### src/rtl/gpx_irq_pkg.sv
package gpx_irq_pkg;

  typedef enum logic [1:0] {
    WSEL_MASK  = 2'd0,
    WSEL_EDGE  = 2'd1,
    WSEL_LATCH = 2'd2,
    WSEL_CLEAR = 2'd3
  } wr_sel_e;

  typedef enum logic [1:0] {
    RSEL_PORT   = 2'd0,
    RSEL_PEEK   = 2'd1,
    RSEL_STATUS = 2'd2,
    RSEL_NONE   = 2'd3
  } rd_sel_e;

  typedef enum logic [1:0] {
    EV_LEVEL = 2'd0,
    EV_RISE  = 2'd1,
    EV_FALL  = 2'd2,
    EV_ANY   = 2'd3
  } ev_mode_e;

  localparam int unsigned MODE_W = 2;

endpackage

### src/rtl/gpx_irq_cfg.sv
module gpx_irq_cfg
  import gpx_irq_pkg::*;
#(
  parameter int unsigned LINES = 8
) (
  input  logic                      clk,
  input  logic                      rst_n,
  input  logic                      wr_en,
  input  logic [1:0]                wr_sel,
  input  logic [MODE_W*LINES-1:0]   wr_data,
  output logic [LINES-1:0]          mask_o,
  output logic [MODE_W*LINES-1:0]   mode_o,
  output logic [LINES-1:0]          latch_o,
  output logic [LINES-1:0]          clr_o
);

  localparam int unsigned MW = MODE_W * LINES;

  wr_sel_e             sel;
  logic [LINES-1:0]    mask_q;
  logic [MW-1:0]       mode_q;
  logic [LINES-1:0]    latch_q;

  assign sel = wr_sel_e'(wr_sel);

  always_ff @(posedge clk or negedge rst_n) begin
    if (!rst_n) begin
      mask_q  <= '0;
      mode_q  <= '0;
      latch_q <= '0;
    end else if (wr_en) begin
      case (sel)
        WSEL_MASK:  mask_q  <= wr_data[LINES-1:0];
        WSEL_EDGE:  mode_q  <= wr_data;
        WSEL_LATCH: latch_q <= wr_data[LINES-1:0];
        default: ;
      endcase
    end
  end

  always_comb begin
    clr_o = '0;
    if (wr_en && sel == WSEL_CLEAR) clr_o = wr_data[LINES-1:0];
  end

  assign mask_o  = mask_q;
  assign mode_o  = mode_q;
  assign latch_o = latch_q;

  AST_MASK_LOAD: assert property (@(posedge clk) disable iff (!rst_n)
    (wr_en && wr_sel == 2'd0) |=> (mask_o == $past(wr_data[LINES-1:0])));

  AST_MODE_LOAD: assert property (@(posedge clk) disable iff (!rst_n)
    (wr_en && wr_sel == 2'd1) |=> (mode_o == $past(wr_data)));

  AST_LATCH_LOAD: assert property (@(posedge clk) disable iff (!rst_n)
    (wr_en && wr_sel == 2'd2) |=> (latch_o == $past(wr_data[LINES-1:0])));

endmodule

### src/rtl/gpx_irq_line.sv
module gpx_irq_line
  import gpx_irq_pkg::*;
(
  input  logic              clk,
  input  logic              rst_n,
  input  logic              pin_i,
  input  logic [MODE_W-1:0] mode_i,
  input  logic              latch_i,
  input  logic              port_rd_i,
  input  logic              clr_i,
  output logic              stat_o
);

  ev_mode_e mode;
  logic     prev_q;
  logic     ref_q;
  logic     pre_q;
  logic     stat_q;
  logic     rise;
  logic     fall;
  logic     ev;
  logic     wd;
  logic     src;

  assign mode = ev_mode_e'(mode_i);

  always_comb begin
    rise = pin_i & ~prev_q;
    fall = ~pin_i & prev_q;
    case (mode)
      EV_LEVEL: ev = (pin_i != ref_q) & ~port_rd_i;
      EV_RISE:  ev = rise;
      EV_FALL:  ev = fall;
      EV_ANY:   ev = rise | fall;
      default:  ev = 1'b0;
    endcase
    src = (mode == EV_LEVEL) ? ref_q : prev_q;
    wd  = stat_q & ~latch_i & (pin_i == pre_q);
  end

  always_ff @(posedge clk or negedge rst_n) begin
    if (!rst_n) begin
      prev_q <= 1'b0;
      ref_q  <= 1'b0;
      pre_q  <= 1'b0;
      stat_q <= 1'b0;
    end else begin
      prev_q <= pin_i;
      if (port_rd_i) ref_q <= pin_i;
      if (wd) begin
        stat_q <= 1'b0;
      end else if (ev) begin
        stat_q <= 1'b1;
        pre_q  <= src;
      end else if (port_rd_i || clr_i) begin
        stat_q <= 1'b0;
      end
    end
  end

  assign stat_o = stat_q;

  AST_REF_CAPTURE: assert property (@(posedge clk) disable iff (!rst_n)
    port_rd_i |=> (ref_q == $past(pin_i)));

  AST_LATCH_HOLD: assert property (@(posedge clk) disable iff (!rst_n)
    (stat_q && latch_i && !port_rd_i && !clr_i) |=> stat_q);

  AST_WITHDRAW: assert property (@(posedge clk) disable iff (!rst_n)
    wd |=> !stat_q);

  AST_ACK_DROPS: assert property (@(posedge clk) disable iff (!rst_n)
    ((port_rd_i || clr_i) && !ev) |=> !stat_q);

  AST_EVENT_WINS: assert property (@(posedge clk) disable iff (!rst_n)
    (ev && !wd) |=> stat_q);

endmodule

### src/rtl/gpx_irq_rdmux.sv
module gpx_irq_rdmux
  import gpx_irq_pkg::*;
#(
  parameter int unsigned LINES = 8
) (
  input  logic             rd_en,
  input  logic [1:0]       rd_sel,
  input  logic [LINES-1:0] pin_i,
  input  logic [LINES-1:0] stat_i,
  output logic [LINES-1:0] rd_data_o,
  output logic             port_rd_o
);

  rd_sel_e sel;
  assign sel = rd_sel_e'(rd_sel);

  always_comb begin
    rd_data_o = '0;
    port_rd_o = 1'b0;
    if (rd_en) begin
      case (sel)
        RSEL_PORT: begin
          rd_data_o = pin_i;
          port_rd_o = 1'b1;
        end
        RSEL_PEEK:   rd_data_o = pin_i;
        RSEL_STATUS: rd_data_o = stat_i;
        default:     rd_data_o = '0;
      endcase
    end
  end

endmodule

### src/rtl/gpx_irq_ctrl.sv
module gpx_irq_ctrl
  import gpx_irq_pkg::*;
#(
  parameter int unsigned LINES = 8
) (
  input  logic                     clk,
  input  logic                     rst_n,
  input  logic [LINES-1:0]         pin_i,
  input  logic                     wr_en,
  input  logic [1:0]               wr_sel,
  input  logic [MODE_W*LINES-1:0]  wr_data,
  input  logic                     rd_en,
  input  logic [1:0]               rd_sel,
  output logic [LINES-1:0]         rd_data,
  output logic [LINES-1:0]         status_o,
  output logic                     irq_n_o
);

  localparam int unsigned MW = MODE_W * LINES;

  logic [LINES-1:0] mask;
  logic [MW-1:0]    mode;
  logic [LINES-1:0] latch;
  logic [LINES-1:0] clr;
  logic [LINES-1:0] stat;
  logic             port_rd;

  gpx_irq_cfg #(.LINES(LINES)) u_cfg (
    .clk     (clk),
    .rst_n   (rst_n),
    .wr_en   (wr_en),
    .wr_sel  (wr_sel),
    .wr_data (wr_data),
    .mask_o  (mask),
    .mode_o  (mode),
    .latch_o (latch),
    .clr_o   (clr)
  );

  gpx_irq_rdmux #(.LINES(LINES)) u_rd (
    .rd_en     (rd_en),
    .rd_sel    (rd_sel),
    .pin_i     (pin_i),
    .stat_i    (stat),
    .rd_data_o (rd_data),
    .port_rd_o (port_rd)
  );

  for (genvar g = 0; g < LINES; g++) begin : g_line
    gpx_irq_line u_line (
      .clk       (clk),
      .rst_n     (rst_n),
      .pin_i     (pin_i[g]),
      .mode_i    (mode[MODE_W*g +: MODE_W]),
      .latch_i   (latch[g]),
      .port_rd_i (port_rd),
      .clr_i     (clr[g]),
      .stat_o    (stat[g])
    );
  end

  assign status_o = stat;
  assign irq_n_o  = ~|(stat & mask);

  AST_MASK_UPDATE_IRQ: assert property (@(posedge clk) disable iff (!rst_n)
    (wr_en && wr_sel == 2'd0 && wr_data[LINES-1:0] == '0) |=> irq_n_o);

endmodule

### config.mk
export PLATFORM = sky130hd
export DESIGN_NAME = gpx_irq_ctrl
export DESIGN_NICKNAME = d
export VERILOG_FILES = /design/src/rtl/gpx_irq_pkg.sv /design/src/rtl/gpx_irq_cfg.sv /design/src/rtl/gpx_irq_line.sv /design/src/rtl/gpx_irq_rdmux.sv /design/src/rtl/gpx_irq_ctrl.sv
export SDC_FILE = /design/constraint.sdc
export NUM_CORES = 1
export LEC_CHECK = 0
export CORE_MARGIN = 10
export CORE_UTILIZATION = 45
export DETAILED_ROUTE_END_ITERATION = 16
export PLACE_DENSITY = 0.79
export SLEW_MARGIN = 15
export SYNTH_ARGS = -nofsm -noshare
export SYNTH_HDL_FRONTEND = slang
export SYNTH_SLANG_ARGS = --single-unit
### constraint.sdc
create_clock -name clk -period 1.8 [get_ports clk]
set_clock_uncertainty 0.15 [all_clocks]
set_input_delay 0.27 -clock clk [delete_from_list [all_inputs] [get_ports clk]]
set_output_delay 0.27 -clock clk [all_outputs]
set_load 0.03 [all_outputs]
==> results of run 1 <==
[power groups by stage]
| stage | registers, uW | clock network, uW | logic (uW) |
|---|---|---|---|
| after floorplan | 2050 | 0 | 1210 |
| after global placement | 2130 | 0 | 1580 |
| after detailed placement | 2160 | 0 | 1640 |
| after CTS | 2130 | 1100 | 1610 |
| after global routing | 2220 | 1140 | 1840 |
| final | 2170 | 1060 | 1680 |
[final timing paths]
kind,startpoint,to,slack (ns),cells past startpoint
min in group asynchronous,rst_n,g_line[0].u_line.prev_q,0.32,3
worst max-delay path,pin_i[1],rd_data[1],0.03,6
max in group asynchronous,rst_n,g_line[6].u_line.stat_o,0.88,3
worst max register to register,g_line[6].u_line.prev_q,g_line[6].u_line.pre_q,0.06,5
worst min-delay path,pin_i[4],g_line[4].u_line.prev_q,0.05,2
worst min register to register,u_cfg.latch_o[3],u_cfg.latch_o[3],0.35,1
[repair_timing]
item,in CTS,in global routing
pin swaps,4,11
endpoints found under the setup margin,24,15
resized for setup,29,41
hold buffers,1,0
endpoints found under the hold margin,64,0
[per-stage QoR]
stage	setup slack, ns	power, uW	TNS [ns]	hold slack, ns	util [%]
2_1_floorplan	0.131	3250	0	-0.176	-
4_1_cts	-0.0371	4830	-0.0412	0.0704	60.2
6_report	0.0256	4910	0	0.0529	61.8
5_1_grt	-0.0337	5200	-0.0513	0.0652	61.8
3_5_place_dp	-0.422	3790	-6.80	0.164	57.6
3_3_place_gp	-0.357	3710	-6.04	0.164	57.6
[flip-flops by register name (all words and copies together), names as in the netlist]
| register | flops |
|---|---|
| g_line.u_line.pre_q | 8 |
| u_cfg.latch_o | 8 |
| g_line.u_line.prev_q | 8 |
| u_cfg.mode_o | 16 |
| g_line.u_line.stat_o | 8 |
| u_cfg.mask_o | 8 |
| g_line.u_line.ref_q | 8 |
[cells in the final DEF (no fill, tap or decap), types with 3 or more instances in the layout]
cell type / count
inv_1: 14
nand4_1: 3
and2_1: 11
a22oi_2: 4
nand3_1: 16
dfrtp_1: 59
nor3b_1: 5
a21boi_0: 3
a21oi_1: 5
dlymetal6s2s_1: 6
buf_4: 29
o21ai_1: 5
o21ai_2: 7
dfrtp_2: 5
and2_4: 5
buf_6: 11
o21ai_0: 27
nand2_1: 32
nor2_1: 24
nand3b_1: 13
mux2_2: 39
clkinv_2: 4
buf_12: 3
xnor2_1: 11
clkbuf_8: 10
xor2_1: 5
nand4b_1: 5
clkdlybuf4s50_1: 21
ha_1: 15
dlygate4sd2_1: 10
[layout make-up]
class	count	area (sq um)	share of cell area, %
Multi-Input combinational cell	243	1800	39.5
Sequential cell	64	1610	35.3
Timing Repair Buffer	83	800	17.5
Clock buffer	12	145	3.19
Tap cell	99	124	2.72
Inverter	16	60.1	1.32
Clock inverter	4	20.0	0.439
[logic make-up after synthesis]
family / after synthesis
adders and majority gates: 16
AOI/OAI and AO/OA: 52
muxes: 40
DFF: 64
and+or+nand+nor: 119
xor gates and xnor gates: 16
buffers and inverters: 30
[per-layer routing]
layer | vias to the layer above | GRT usage [%] | share of wire [%]
li1 | 1321 | - | -
met3 | 22 | 4.19 | 6.0
met1 | 1345 | 18.0 | 43
met5 | - | 0 | 0
met4 | 0 | 7.16 | 3.0
met2 | 66 | 23.2 | 48
==> results.yml, run 1 <==
run_status:
  outcome: "complete, no violations"
floorplan:
  die_area_sq_mm: 0.0116
  die_y_um: 108
  num_io_pins: 49
  die_w_um: 108
  rows: 31
  fp.coreArea_sq_mm: 0.00737
  start_util_pct: 47.1
placement:
  dpl_cell_area_sq_mm: 0.00424
  port_buffers: 48
  gp_congestion: 0.883
  dp_cells: 504
  dp_hpwl_mm: 6.14
finish:
  fillers: 615
  diodes: 0
  drive_above_1_share_pct: 30.1
  syn2layout_area_growth_pct: 31.4
  design_area_sq_mm: 0.00456
  fin_cells: 521
  final_nets: 465
routing:
  drtAntennaViolNets: 0
  vias_per_cell: 5.29
  drt-pass1-iter-count: 4
  avgRoutedWirePerCell_um: 16.0
  routed_wl_mm: 8.32
  drt_iter0_drc: 131
  via_count: 2754
  route.detailed.drc: 0
timing:
  min_period_ns: 1.77
  finalMaxSlewViolations: 0
  worstMarginPinSlew_ns: 0.369
  final-setup-viol-count: 0
  finalHoldViolCount: 0
  fmax_mhz: 564
  rsz0062_at_grt: "true"
  min_period_over_period_pct: 98.6
  maxSlewHeadroom_pct: 75.5
clock_network:
  cts_buffer_depth: 2
  cts_tree: "done"
  clk_pin_slew_ns: 0.06
  clock-sinks: 64
  cts-root-buf: "clkbuf_8"
  post-cts-setup-buffers: 0
  insertion_delay_ns: 0.35
  cts_htree_levels: 3
  cts_made_buffers: 9
yosys:
  yosysSeqAreaShare_pct: 46.2
  synth_common_cells: "dfrtp_1 (64), mux2_2 (40), o21ai_0 (40)"
  synth_edf_count: 0
  synth_largest_area_cell: "dfrtp_1"
  synth_top_area_share_pct: 46.2
  syn_nets: 385
  async_flop_share_pct: 100
  synth_area_sq_mm: 0.00347
  synth-seq-cells: 64
  synthMuxAreaShare_pct: 13.0
  avgSynthCellArea_sq_um: 10.3
  synth_cells: 337
  yosys_warnings: 0
  synth_compound_area_share_pct: 8.01
  synth_ff_type: "dfrtp_1"
  post_synth_main_area_contributors: "dfrtp_1 (46%), mux2_2 (13%), ha_1 (5.8%), o21ai_0 (5.8%), nand2_1 (3.5%)"
  synth_top_family_by_area: "simple AND/OR/NAND/NOR gates"
  synthSimpleGateAreaFrac_pct: 18.5
  synth-xor-area-share_pct: 4.04
  synth_most_common_cell: "dfrtp_1"
  synth-adder-area-share_pct: 5.77
  synth_cell_types: 27
worst_setup_path:
  crit_chain: "clkdlybuf4s50_1, inv_2, buf_4, o21ai_2, and2_4, buf_6"
  critPathCaptureType: "output port"
  cp.arrival_ns: 1.35
  path_delay_family: "buffers and inverters"
  required_ns: 1.38
  path_class: "primary input to output port"
  critical_path_peak_fanout: 2
  cp_slowest_stage_delay_ns: 0.49
  cpMaxStageDelayCell: "clkdlybuf4s50_1"
  startpoint_type: "primary input"
  worst-path-buf-inv: 4
job:
  maxCapViolations: 0
global_route:
  grt-ovfl-total: 0
  grt.total_usage_pct: 14.7
  grt_first_pass_wirelength_mm: 13.5
  grt_pass1_vias: 2791
  grt_max_degree: 65
  grt_antenna_before_repair: 0
pwr:
  peakVddDrop_mv: 0.479
  comb_power_share_pct: 34.2
  p_per_area_mw_per_mm2: 1080
  p_seq_share_pct: 44.1
  leakage_uw: 0.00209
  p_sw_uw: 1720
  p_int_uw: 3190
  sw_frac_of_total_pct: 35.0
  p_clk_share_pct: 21.7
hold_path:
  hold_path.class: "primary input to flop"
Power figures use the tool's default switching activity.
==> run 2, diff against run 1 <==
--- a/config.mk
+++ b/config.mk
@@ -5,6 +5,7 @@
 export SDC_FILE = /design/constraint.sdc
 export NUM_CORES = 1
 export LEC_CHECK = 0
+export ABC_AREA = 1
 export CORE_MARGIN = 10
 export CORE_UTILIZATION = 45
 export DETAILED_ROUTE_END_ITERATION = 16
==> constraint.sdc (replaced) <==
create_clock -name clk -period 1.75 [get_ports clk]
set_clock_uncertainty 0.15 [all_clocks]
set_input_delay 0.2625 -clock clk [delete_from_list [all_inputs] [get_ports clk]]
set_output_delay 0.2625 -clock clk [all_outputs]
set_load 0.03 [all_outputs]
==> run 2 against run 1 <==
Net effect:
- routed wire length grew 7.8%
- sequential power about the same
- area after synthesis grew 1.9%
- sequential cell count unchanged
- total power grew 6.5%
- critical path type is now flop to output port
==> results.yml, run 2 <==
run_status:
  outcome: "complete, no violations"
floorplan:
  fp.coreArea_sq_mm: 0.00769
  num_io_pins: 49
  start_util_pct: 46.0
  rows: 32
  die_area_sq_mm: 0.0118
  die_w_um: 109
  die_y_um: 109
clock_network:
  cts_htree_levels: 3
  cts_buffer_depth: 2
  cts_made_buffers: 9
  cts-root-buf: "clkbuf_8"
  cts_tree: "done"
  insertion_delay_ns: 0.34
  clock-sinks: 64
  clk_pin_slew_ns: 0.07
yosys:
  synth_cell_types: 15
  synth_area_sq_mm: 0.00354
  avgSynthCellArea_sq_um: 7.49
  synth_most_common_cell: "nand2_1"
  synth_largest_area_cell: "dfrtp_1"
  synth_cells: 472
  synth-seq-cells: 64
  synth_edf_count: 0
  synth_top_area_share_pct: 45.3
  yosysSeqAreaShare_pct: 45.3
  synth_common_cells: "nand2_1 (147), inv_1 (85), dfrtp_1 (64)"
  synth_ff_type: "dfrtp_1"
  post_synth_main_area_contributors: "dfrtp_1 (45%), nand2_1 (16%), inv_1 (9.0%), ha_1 (5.7%), o21ai_0 (5.7%)"
  async_flop_share_pct: 100
  syn_nets: 520
  yosys_warnings: 0
finish:
  largest_reg_flops: 16
  final_util_pct: 60.3
  diodes: 0
  syn2layout_area_growth_pct: 31.1
  final_cell_mix: "nand2_1 (146), inv_1 (79), dfrtp_1 (63), o21ai_0 (40), buf_4 (37)"
  fin_cells: 659
  final_common_cell: "nand2_1"
  drive_above_1_share_pct: 14.2
  final_nets: 600
timing:
  min_period_ns: 1.73
  finalHoldViolCount: 0
  maxSlewHeadroom_pct: 77.4
  rsz0062_at_grt: "true"
  fmax_mhz: 578
  min_period_over_period_pct: 98.9
  finalMaxSlewViolations: 0
  final-setup-viol-count: 0
  worstMarginPinSlew_ns: 0.340
global_route:
  grt_antenna_before_repair: 0
  grt_first_pass_wirelength_mm: 15.3
  grt.total_usage_pct: 16.0
  grt_max_degree: 65
  grt_pass1_vias: 3322
  grt-ovfl-total: 0
worst_setup_path:
  cp.arrival_ns: 1.32
  critical_path_peak_fanout: 4
  required_ns: 1.34
  startpoint_type: "flop"
  critPathCaptureType: "output port"
  path_class: "flop to output port"
pwr:
  p_seq_share_pct: 40.9
  leakage_uw: 0.00246
  p_clk_share_pct: 24.6
  p_per_area_mw_per_mm2: 1130
  p_int_uw: 3270
  comb_power_share_pct: 34.4
  sw_frac_of_total_pct: 37.5
  peakVddDrop_mv: 0.599
  p_sw_uw: 1960
routing:
  vias_per_cell: 5.13
  route.detailed.drc: 0
  drtAntennaViolNets: 0
  drt_iter0_drc: 166
  routed_wl_mm: 8.97
  avgRoutedWirePerCell_um: 13.6
  via_count: 3381
  drt-pass1-iter-count: 5
placement:
  gp_congestion: 0.855
  dp_cells: 636
  port_buffers: 48
  dp_hpwl_mm: 6.48
job:
  maxCapViolations: 0
hold_path:
  hold_path.class: "primary input to flop"
## run 2: per-stage QoR
step | hold slack [ns] | TNS, ns | setup WS (ns) | instance area (sq um) | total power, uW
after floorplan | -0.183 | 0 | 0.0695 | 3540 | 3300
final | 0.0584 | 0 | 0.0197 | 4640 | 5230
after global placement | 0.152 | -1.97 | -0.258 | 4310 | 3800
after global routing | 0.0827 | -0.0368 | -0.0173 | 4640 | 5600
after detailed placement | 0.150 | -2.46 | -0.265 | 4310 | 3880
after CTS | 0.174 | 0 | 0.0123 | 4580 | 5140
## run 2: final cells by class
class / instances / area, sq um
clock inverter: 3 / 40.0
sequential: 64 / 1600
multi-input combinational: 307 / 1570
timing repair buffer: 85 / 811
clock buffer: 13 / 159
fill: 674 / 3050
inverter: 85 / 323
tap: 102 / 128
## run 2: final timing paths
path | from | to | slack, ns | cells past startpoint
max | g_line[2].u_line.stat_o | rd_data[2] | 0.02 | 4
min | pin_i[3] | g_line[3].u_line.prev_q | 0.06 | 2
max reg2reg | g_line[3].u_line.prev_q | g_line[3].u_line.pre_q | 0.35 | 7
min reg2reg | u_cfg.mask_o[5] | u_cfg.mask_o[5] | 0.34 | 2
max in group asynchronous | rst_n | g_line[5].u_line.stat_o | 0.86 | 3
min in group asynchronous | rst_n | g_line[3].u_line.ref_q | 0.30 | 3
## run 2: repair_timing
item	in CTS	in global routing
setup buffers	3	3
endpoints found under the hold margin	64	0
hold buffers	1	0
pin swaps	2	4
resized for setup	22	12
setup endpoints to repair	16	9
## run 2: critical path, stage by stage, from the launching register on
cell,delay (ns)
dfrtp_1,0.40
inv_1,0.09
o32ai_2,0.22
buf_4,0.16
buf_12,0.11
## run 2: power groups by stage
stage	Clock (uW)	Combinational (uW)	Sequential, uW
4_1_cts	1290	1710	2130
2_1_floorplan	0	1240	2060
5_1_grt	1370	2040	2190
3_3_place_gp	0	1650	2150
6_report	1290	1800	2140
3_5_place_dp	0	1710	2160
## run 2: routing by layer
metal,share of wire (%),global-route usage [%],vias up
li1,-,-,1657
met1,42,18.9,1582
met2,49,26.8,117
met3,7.0,4.01,25
met4,2.5,7.25,0
met5,0,0,-
## run 2: cell families after synthesis
group	share of synthesized area (%)
AO/OA/AOI/OAI	11.0
adder cells (fa/ha/maj)	5.66
buffers and inverters	12.1
flip-flops	45.3
AND/OR/NAND/NOR	25.9
